File: src/rtl/wdt_pkg.sv
package wdt_pkg;
  typedef enum logic [1:0] {
    PH_WAIT = 2'd0,
    PH_RUN  = 2'd1,
    PH_DONE = 2'd2
  } wdt_phase_e;
endpackage

File: src/rtl/wdt_phase.sv
module wdt_phase
  import wdt_pkg::*;
(
  input  logic       clk,
  input  logic       rst_n,
  input  logic       user_mode,
  input  logic       expire_evt,
  output wdt_phase_e phase
);
  always_ff @(posedge clk or negedge rst_n) begin
    if (!rst_n) begin
      phase <= PH_WAIT;
    end else begin
      unique case (phase)
        PH_WAIT: if (user_mode) phase <= PH_RUN;
        PH_RUN:  if (expire_evt) phase <= PH_DONE;
        default: phase <= PH_DONE;
      endcase
    end
  end
endmodule

File: src/rtl/wdt_counter.sv
module wdt_counter
  import wdt_pkg::*;
#(
  parameter int CNT_W = 29
) (
  input  logic             clk,
  input  logic             rst_n,
  input  wdt_phase_e       phase,
  input  logic             wd_en,
  input  logic             kick_n,
  input  logic [CNT_W-1:0] preset,
  output logic [CNT_W-1:0] count,
  output logic             expire_evt
);
  localparam logic [CNT_W-1:0] ONE = CNT_W'(1);

  logic ticking;
  assign ticking    = (phase == PH_RUN) && wd_en && kick_n;
  assign expire_evt = ticking && (count <= ONE);

  always_ff @(posedge clk or negedge rst_n) begin
    if (!rst_n) begin
      count <= '0;
    end else begin
      unique case (phase)
        PH_WAIT: count <= preset;
        PH_RUN: begin
          if (!wd_en || !kick_n) count <= preset;
          else if (count > ONE)  count <= count - ONE;
          else                   count <= '0;
        end
        default: count <= '0;
      endcase
    end
  end
endmodule

File: src/rtl/wdt_flags.sv
module wdt_flags (
  input  logic clk,
  input  logic rst_n,
  input  logic expire_evt,
  output logic timeout,
  output logic status
);
  always_ff @(posedge clk or negedge rst_n) begin
    if (!rst_n) begin
      timeout <= 1'b0;
      status  <= 1'b0;
    end else begin
      timeout <= expire_evt;
      status  <= status | expire_evt;
    end
  end
endmodule

File: src/rtl/wdt_coarse_top.sv
module wdt_coarse_top
  import wdt_pkg::*;
#(
  parameter int HI_W    = 12,
  parameter int LO_W    = 17,
  parameter int LO_FILL = 8,
  localparam int CNT_W  = HI_W + LO_W
) (
  input  logic             clk,
  input  logic             rst_n,
  input  logic             wd_en,
  input  logic             user_mode,
  input  logic             kick_n,
  input  logic [HI_W-1:0]  cfg_coarse,
  output logic [CNT_W-1:0] count_o,
  output logic             timeout_o,
  output logic             wd_status_o
);
  localparam logic [LO_W-1:0] LOW_CONST = LO_W'(LO_FILL);

  logic [CNT_W-1:0] preset;
  logic             expire_evt;
  wdt_phase_e       phase;

  assign preset = {cfg_coarse, LOW_CONST};

  wdt_phase u_phase (
    .clk(clk), .rst_n(rst_n), .user_mode(user_mode),
    .expire_evt(expire_evt), .phase(phase)
  );

  wdt_counter #(.CNT_W(CNT_W)) u_cnt (
    .clk(clk), .rst_n(rst_n), .phase(phase), .wd_en(wd_en),
    .kick_n(kick_n), .preset(preset), .count(count_o),
    .expire_evt(expire_evt)
  );

  wdt_flags u_flags (
    .clk(clk), .rst_n(rst_n), .expire_evt(expire_evt),
    .timeout(timeout_o), .status(wd_status_o)
  );
endmodule

File: config.mk
export PLATFORM = sky130hd
export DESIGN_NAME = wdt_coarse_top
export DESIGN_NICKNAME = d
export VERILOG_FILES = /design/src/rtl/wdt_pkg.sv /design/src/rtl/wdt_phase.sv /design/src/rtl/wdt_counter.sv /design/src/rtl/wdt_flags.sv /design/src/rtl/wdt_coarse_top.sv
export SDC_FILE = /design/constraint.sdc
export NUM_CORES = 1
export LEC_CHECK = 0
export BUFFER_PORTS_ARGS = -buffer_cell sky130_fd_sc_hd__buf_2
export CELL_PAD_IN_SITES_DETAIL_PLACEMENT = 1
export CELL_PAD_IN_SITES_GLOBAL_PLACEMENT = 1
export CORE_ASPECT_RATIO = 0.6
export CORE_MARGIN = 3
export CORE_UTILIZATION = 28
export DETAILED_ROUTE_END_ITERATION = 10
export PLACE_DENSITY_LB_ADDON = 0.1
export SETUP_SLACK_MARGIN = 0.2
export SLEW_MARGIN = 20
export SYNTH_ARGS = -nofsm -noshare
export SYNTH_HDL_FRONTEND = slang
export SYNTH_SLANG_ARGS = --single-unit
File: constraint.sdc
create_clock -name clk -period 3.89 [get_ports clk]
set_input_delay 0.778 -clock clk [delete_from_list [all_inputs] [get_ports clk]]
set_output_delay 0.778 -clock clk [all_outputs]
set_load 0.01 [all_outputs]
==> impl_metrics.env, run 1 <==
export IMPL_status="completed"
export IMPL_drv_slew=0
export IMPL_core_area_sq_mm=0.005859
export IMPL_grt_pass1_wl_mm=8.728
export IMPL_min_period_ns=2.702
export IMPL_synth_distinct_cells=41
export IMPL_period_share=0.6945
export IMPL_met2_usage=0.2232
export IMPL_cts_resized=0
export IMPL_seq_area_frac_synth=0.4638
export IMPL_die_width_um=108.9
export IMPL_drc=0
export IMPL_final_nets=249
export IMPL_cp_max_fo=23
export IMPL_max_freq_mhz=370.1
export IMPL_cts_tree="done"
export IMPL_setup_tns_ns=0
export IMPL_synth_edf_count=0
export IMPL_diodes=0
export IMPL_critPathSlowestCell="or4_4"
export IMPL_crit_path_end_kind="flop"
export IMPL_antenna_found_initial=0
export IMPL_holdPathStages=1
export IMPL_ys_warn_count=0
export IMPL_path_buf_inv=0
export IMPL_postSynthCellCount=184
export IMPL_yosysTopAreaCell="dfrtp_1"
export IMPL_busiest_layer="met1"
export IMPL_fp_dieH_um=67.77
export IMPL_slowest_delay_ns=0.59
export IMPL_worstReg2RegEnd="u_cnt.count[23]"
export IMPL_worstPathArrival_ns=2.86
export IMPL_gr_usage_met3=0.04585
export IMPL_clk_pin_slew_ns=0.07
export IMPL_path_class="flop to flop"
export IMPL_cts_sinks=33
export IMPL_mappedNetlistArea_sq_mm=0.001780
export IMPL_root_buffer="clkbuf_8"
export IMPL_p_total_uw=809.5
export IMPL_area_delta_synth_final_pct=21.22
export IMPL_place_gp_congestion=0.7019
export IMPL_htree_levels=2
export IMPL_skew_ns=0.008256
export IMPL_hold_viol_final=0
export IMPL_path_delay_family="simple AND/OR/NAND/NOR gates"
export IMPL_dpl_cell_count=303
export IMPL_crit_chain="or4_4 > nor3_1 > nand4_1 > nand2_2 > o21ai_0"
export IMPL_clk_latency_ns=0.29
export IMPL_fp_row_count=21
export IMPL_reg2regPathDepth=5
export IMPL_synthArstFlopShare=1.000
export IMPL_ant_nets=0
export IMPL_worstMarginPinSlew_ns=0.7808
export IMPL_met1_usage=0.2319
export IMPL_synth_area_per_cell_sq_um=9.676
export IMPL_rsz0062_at_grt="false"
export IMPL_start_kind="flop"
export IMPL_cts_hold_buf=0
export IMPL_power_density_mw_per_mm2=375.1
export IMPL_grt_pass1_vias=1601
export IMPL_utilization=0.3684
export IMPL_vias_per_cell=5.048
export IMPL_synth_most_common_cell="dfrtp_1"
export IMPL_required_ns=4.05
export IMPL_dr_total_vias=1565
export IMPL_final_area_sq_mm=0.002158
export IMPL_whs_endpoint="u_flags.status"
export IMPL_grt_total_usage=0.1584
export IMPL_io_buffers=47
export IMPL_grt_overflow=0
export IMPL_cts_setup_buffers=0
export IMPL_drt_total_wl_mm=5.266
export IMPL_synth_nets=203
export IMPL_r2r_setup_slack_ns=1.19
export IMPL_synthFlopType="dfrtp_1"
export IMPL_layout_drive_gt1_share=0.2696
export IMPL_design_portCount=48
export IMPL_ir_drop_uv=131.2
export IMPL_dp_hpwl_mm=3.747
export IMPL_reg2reg_from="u_cnt.count[16]"
export IMPL_grt_max_degree=34
export IMPL_min_from="u_flags.status"
export IMPL_synth_top_area_frac=0.4638
export IMPL_start_util=0.3039
export IMPL_relSlewSlack=0.4779
export IMPL_synth_seq_cells=33
export IMPL_ctsLongestPathBuffers=2
export IMPL_synthTopCellsByArea="dfrtp_1 46%, xnor2_1 6.4%, nor2_1 6.3%"
export IMPL_cts_buffers=5
export IMPL_routedWlPerCell_um=16.99
export IMPL_finalSetupViolations=0
export IMPL_synthTopCellsByCount="33 x dfrtp_1, 30 x nor2_1, 13 x xnor2_1"
export IMPL_die_area_sq_mm=0.007383
export IMPL_hold_class="flop to flop"
export IMPL_power_static_leakage_nw=0.9722
export IMPL_firstDrtPassIters=4
export IMPL_drtIter0Drc=42
export IMPL_drv_cap=0
export IMPL_post_dp_cell_area_sq_mm=0.002072
export IMPL_post_layout_nonfiller_instances=310
## state kept, by name, summed over array words and instances (netlist names)
signal / cells
u_flags.timeout: 1
u_cnt.count: 29
u_flags.status: 1
u_phase.phase: 2
## routing by layer
metal / vias up / part of all wire
met5: - / 0
met4: 0 / 0.0085
met3: 5 / 0.056
met2: 35 / 0.41
met1: 777 / 0.53
li1: 748 / -
## final cells by class
class                      count  area (sq um)
inverter                       3         11.26
multi-input combinational    139         892.1
fill                         705          3701
clock buffer                   7         86.33
tap                           80         100.1
timing repair buffer          48         242.7
sequential                    33         825.8
## cell families after synthesis
logic type | count (synthesis) | synth area share
buffers and inverters | 12 | 0.03513
AND/OR/NAND/NOR | 87 | 0.2769
XOR/XNOR | 20 | 0.09838
adder cells (fa/ha/maj) | 2 | 0.01405
flip-flops | 33 | 0.4638
multiplexers | 1 | 0.005622
AO/OA/AOI/OAI | 29 | 0.1061
## cells in the final DEF (no fill, tap or decap), types with 2 or more instances in the layout
cell and count:
buf_2 47, dfrtp_1 33, nor2_1 30, xnor2_1 13, nor3_1 12, nand3b_1 7, xor2_1 7, nand2_1 7
nor4_1 6, o21ai_1 6, a21oi_1 6, clkbuf_8 6, or3_1 5, or4_1 4, nand3_1 4, o21ai_0 4
inv_1 3, nand4_1 3, o31a_1 3, nor4_4 2, ha_1 2
## power breakdown
group	leakage [nW]	internal [mW]	switching [mW]
clock network	0.0443	0.141	0.130
registers	0.423	0.361	0.0273
logic	0.505	0.0572	0.0938
total	0.972	0.559	0.251
## metrics by stage
| stage | hold slack (ns) | setup WS (ns) |
|---|---|---|
| floorplan | 0.4642 | 1.677 |
| global placement | 0.4520 | 1.206 |
| detailed placement | 0.4580 | 1.207 |
| CTS | 0.4832 | 1.194 |
| global route | 0.5165 | 0.9536 |
| finish | 0.4698 | 1.188 |
## worst max-delay path by stage
stage	from	endpoint	slack, ns	cells after the start
2_1_floorplan	u_cnt.count[0]	u_cnt.count[24]	1.68	8
3_3_place_gp	u_cnt.count[16]	u_cnt.count[23]	1.21	5
3_5_place_dp	u_cnt.count[16]	u_cnt.count[23]	1.21	5
4_1_cts	u_cnt.count[16]	u_cnt.count[23]	1.19	5
5_1_grt	u_cnt.count[16]	u_cnt.count[23]	0.95	5
6_report	u_cnt.count[16]	u_cnt.count[23]	1.19	5
Note: power is estimated with default switching activity, not from simulation.
==> run 2, diff against run 1 <==
==> constraint.sdc (replaced) <==
create_clock -name clk -period 2.65 [get_ports clk]
set_input_delay 0.53 -clock clk [delete_from_list [all_inputs] [get_ports clk]]
set_output_delay 0.53 -clock clk [all_outputs]
set_load 0.01 [all_outputs]
==> impl_metrics.env, run 2 (synthesis gave the netlist of run 1 again) <==
export IMPL_cts_sinks=33
export IMPL_top_layer="met4"
export IMPL_core_area_sq_mm=0.005859
export IMPL_dr_wl_met3_um=252
export IMPL_cts_setup_buffers=0
export IMPL_crit_path_end_kind="flop"
export IMPL_largest_reg_flops=29
export IMPL_fp_dieH_um=67.77
export IMPL_place_gp_congestion=0.7659
export IMPL_rsz0062_at_grt="false"
export IMPL_drv_slew=0
export IMPL_fp_row_count=21
export IMPL_grt_total_usage=0.1594
export IMPL_path_class="flop to flop"
export IMPL_layout_commonest_cell="buf_2"
export IMPL_vias_per_cell=4.884
export IMPL_worstPathArrival_ns=2.44
export IMPL_area_delta_synth_final_pct=24.81
export IMPL_clk_pin_slew_ns=0.07
export IMPL_wl_met1_mm=2.821
export IMPL_drtIter0Drc=70
export IMPL_pre_cts_slack_ns=0.2894
export IMPL_status="completed"
export IMPL_design_portCount=48
export IMPL_cts_resized=0
export IMPL_max_freq_mhz=437.6
export IMPL_drc=0
export IMPL_setup_tns_ns=0
export IMPL_required_ns=2.80
export IMPL_clk_latency_ns=0.29
export IMPL_cp_max_fo=8
export IMPL_top_regs="u_cnt.count (29), u_phase.phase (2)"
export IMPL_drv_cap=0
export IMPL_period_share=0.8624
export IMPL_routed_wl_met2_mm=2.031
export IMPL_setup_ws_ns=0.3646
export IMPL_final_nets=257
export IMPL_min_period_ns=2.285
export IMPL_cts_tree="done"
export IMPL_diodes=0
export IMPL_finalSetupViolations=0
export IMPL_htree_levels=2
export IMPL_layout_common_cells="47 x buf_2, 33 x dfrtp_1, 30 x nor2_1"
export IMPL_grt_overflow=0
export IMPL_drt_total_wl_mm=5.182
export IMPL_hold_class="input port to asynchronous set/reset pin"
export IMPL_skew_ns=0.006066
export IMPL_firstDrtPassIters=4
export IMPL_dp_hpwl_mm=3.828
export IMPL_grt_pass1_vias=1614
export IMPL_layout_drive_gt1_share=0.2971
export IMPL_start_kind="flop"
export IMPL_reg2regPathDepth=8
export IMPL_power_static_leakage_nw=1.007
export IMPL_start_util=0.3039
export IMPL_io_buffers=47
export IMPL_antenna_found_initial=0
export IMPL_grt_max_degree=34
export IMPL_relSlewSlack=0.4640
export IMPL_root_buffer="clkbuf_8"
export IMPL_cts_hold_buf=0
export IMPL_routedWlPerCell_um=16.24
export IMPL_ant_nets=0
export IMPL_regMostFlops="u_cnt.count"
export IMPL_dr_total_vias=1558
export IMPL_grt_pass1_wl_mm=8.625
export IMPL_worstMarginPinSlew_ns=0.8039
export IMPL_power_density_mw_per_mm2=533.9
export IMPL_die_area_sq_mm=0.007383
export IMPL_die_width_um=108.9
export IMPL_hold_viol_final=0
export IMPL_ir_drop_uv=176.9
export IMPL_cts_buffers=5
export IMPL_ctsLongestPathBuffers=2
[run 2: cell count changes in the layout (fill, tap and decap cells not counted), sizes merged]
cell,delta
buf,+8
clkbuf,+1
[run 2: critical path, cell delays in order (launching register included)]
cell,delay [ns]
dfrtp_1,0.44
inv_1,0.10
ha_1,0.20
or3b_2,0.48
buf_4,0.20
nor3_1,0.29
a21boi_0,0.17
o21ai_0,0.19
a21oi_1,0.08
[run 2: worst paths after layout]
| kind | start | end | slack (ns) |
|---|---|---|---|
| max | u_cnt.count[1] | u_cnt.count[20] | 0.36 |
| min | rst_n | u_cnt.count[0] | 0.32 |
| max reg2reg | u_cnt.count[1] | u_cnt.count[20] | 0.36 |
| min reg2reg | u_flags.status | u_flags.status | 0.47 |
| max in group asynchronous | rst_n | u_cnt.count[4] | 1.81 |
| min in group clk | user_mode | u_phase.phase[0] | 0.46 |
[run 2: per-layer routing]
layer | track usage | vias to the layer above
met1 | 0.2397 | 751
met2 | 0.2102 | 34
met4 | 0.06299 | 0
met3 | 0.04394 | 8
li1 | - | 765
met5 | 0 | -
[run 2: stage by stage]
step	area [sq um]	power, mW	util	cells	hold WS, ns
6_report	2222	1.186	0.3792	319	0.3227
5_1_grt	2222	1.274	0.3792	319	0.3965
4_1_cts	2212	1.211	0.3775	319	0.3531
3_5_place_dp	2132	0.8196	0.3639	311	0.4479
3_3_place_gp	2132	0.8192	0.3639	311	0.4508
2_1_floorplan	1780	0.7173	-	184	0.2344
[run 2: final cells by class]
type / instances / area [sq um]
Fill cell: 680 / 3637
Multi-Input combinational cell: 139 / 902.1
Sequential cell: 33 / 825.8
Timing Repair Buffer: 56 / 302.8
Tap cell: 80 / 100.1
Clock buffer: 8 / 80.08
Inverter: 3 / 11.26
[run 2: report_power, final]
group	total, mW	switching (mW)	internal, mW
logic	0.242	0.142	0.100
registers	0.568	0.0384	0.530
clock network	0.377	0.190	0.187
==> run 3, diff against run 2 <==
--- a/config.mk
+++ b/config.mk
@@ -12,6 +12,7 @@
 export CORE_MARGIN = 3
 export CORE_UTILIZATION = 28
 export DETAILED_ROUTE_END_ITERATION = 10
+export MAX_ROUTING_LAYER = met4
 export PLACE_DENSITY_LB_ADDON = 0.1
 export SETUP_SLACK_MARGIN = 0.2
 export SLEW_MARGIN = 20
==> impl_metrics.env, run 3 (synthesis gave the netlist of run 1 again) <==
export IMPL_layout_drive_gt1_share=0.2971
export IMPL_max_freq_mhz=440.1
export IMPL_cp_max_fo=8
export IMPL_fp_dieH_um=67.77
export IMPL_p_switching_uw=367.7
export IMPL_fp_row_count=21
export IMPL_intPower_uw=816.6
export IMPL_cts_hold_buf=0
export IMPL_drt_total_wl_mm=5.166
export IMPL_drc=0
export IMPL_cts_sinks=33
export IMPL_worstMarginPinSlew_ns=0.8049
export IMPL_core_area_sq_mm=0.005859
export IMPL_cts_setup_buffers=0
export IMPL_grt_max_degree=34
export IMPL_top_regs="u_cnt.count (29), u_phase.phase (2)"
export IMPL_regMostFlops="u_cnt.count"
export IMPL_grt_overflow=0
export IMPL_dp_hpwl_mm=3.828
export IMPL_rsz0062_at_grt="false"
export IMPL_finalSetupViolations=0
export IMPL_min_period_ns=2.272
export IMPL_ant_nets=0
export IMPL_clk_pin_slew_ns=0.07
export IMPL_final_nets=257
export IMPL_grt_pass1_vias=1618
export IMPL_root_buffer="clkbuf_8"
export IMPL_met2_usage=0.2125
export IMPL_layout_commonest_cell="buf_2"
export IMPL_power_frac_comb=0.204
export IMPL_firstDrtPassIters=4
export IMPL_ir_drop_uv=176.7
export IMPL_power_density_mw_per_mm2=532.9
export IMPL_routedWlPerCell_um=16.19
export IMPL_cts_buffers=5
export IMPL_start_util=0.3039
export IMPL_cts_tree="done"
export IMPL_drv_cap=0
export IMPL_power_static_leakage_nw=1.007
export IMPL_ctsLongestPathBuffers=2
export IMPL_gr_usage_met3=0.04011
export IMPL_place_gp_congestion=0.7761
export IMPL_seq_power_share=0.480
export IMPL_layout_common_cells="47 x buf_2, 33 x dfrtp_1, 30 x nor2_1"
export IMPL_busiest_layer="met1"
export IMPL_start_kind="flop"
export IMPL_largest_reg_flops=29
export IMPL_vias_per_cell=4.909
export IMPL_post_dp_cell_area_sq_mm=0.002132
export IMPL_hold_viol_final=0
export IMPL_drtIter0Drc=82
export IMPL_required_ns=2.80
export IMPL_grt_pass1_wl_mm=8.631
export IMPL_hold_class="input port to asynchronous set/reset pin"
export IMPL_clk_latency_ns=0.29
export IMPL_io_buffers=47
export IMPL_antenna_found_initial=0
export IMPL_die_area_sq_mm=0.007383
export IMPL_area_delta_synth_final_pct=24.81
export IMPL_design_portCount=48
export IMPL_crit_path_end_kind="flop"
export IMPL_skew_ns=0.006070
export IMPL_htree_levels=2
export IMPL_diodes=0
export IMPL_status="completed"
export IMPL_relSlewSlack=0.4634
export IMPL_grt_total_usage=0.1639
export IMPL_clockPowerShare=0.316
export IMPL_dr_total_vias=1566
export IMPL_final_area_sq_mm=0.002222
export IMPL_die_width_um=108.9
export IMPL_worstPathArrival_ns=2.42
export IMPL_setup_tns_ns=0
export IMPL_switching_share=0.3105
export IMPL_met1_usage=0.2397
export IMPL_path_class="flop to flop"
export IMPL_drv_slew=0
export IMPL_period_share=0.8575
-- run 3: final timing paths --
check                                    start                to  slack (ns)  cells past startpoint
worst max-delay path            u_cnt.count[1]   u_cnt.count[20]        0.38                      8
worst min-delay path                     rst_n    u_cnt.count[0]        0.33                      1
worst max register to register  u_cnt.count[1]   u_cnt.count[20]        0.38                      8
worst min register to register  u_flags.status    u_flags.status        0.47                      1
max in group asynchronous                rst_n    u_cnt.count[4]        1.81                      1
min in group clk                     user_mode  u_phase.phase[0]        0.46                      3
-- run 3: what timing repair did --
| item | CTS | global route |
|---|---|---|
| gates resized for setup | 0 | 2 |
| hold endpoints to repair | 0 | 0 |
| setup endpoints to repair | 0 | 20 |
-- run 3: final cells by class --
type / instances / area (sq um)
Clock buffer: 8 / 80.08
Fill cell: 680 / 3637
Inverter: 3 / 11.26
Multi-Input combinational cell: 139 / 902.1
Sequential cell: 33 / 825.8
Tap cell: 80 / 100.1
Timing Repair Buffer: 56 / 302.8
-- run 3: critical path: stages (launching register included) --
cell      delay (ns)
dfrtp_1         0.43
inv_1           0.10
ha_1            0.20
or3b_2          0.48
buf_4           0.20
nor3_1          0.28
a21boi_0        0.17
o21ai_0         0.19
a21oi_1         0.08
-- run 3: metal layers --
layer / up-vias / share of wire / wire [um]
met5: - / 0 / 0
met4: 0 / 0.015 / 76
met3: 8 / 0.047 / 243
met2: 34 / 0.39 / 2023
met1: 756 / 0.55 / 2823
li1: 768 / - / -
-- run 3: through the flow --
stage                       util  hold WS, ns  setup WS, ns  cells  total power, mW
after floorplan                -       0.2344        0.4375    184           0.7173
after global placement    0.3639       0.4508        0.3532    311           0.8192
after detailed placement  0.3639       0.4479        0.2894    311           0.8196
after CTS                 0.3775       0.3531        0.2771    319            1.211
after global routing      0.3792       0.3965        0.2112    319            1.273
final                     0.3792       0.3255        0.3775    319            1.184
-- run 3: power by group through the flow --
stage	Combinational (mW)	Sequential (mW)	Clock, mW
global placement	0.242	0.577	0
CTS	0.245	0.567	0.399
floorplan	0.135	0.582	0
finish	0.242	0.568	0.375
detailed placement	0.243	0.576	0
global route	0.272	0.573	0.428
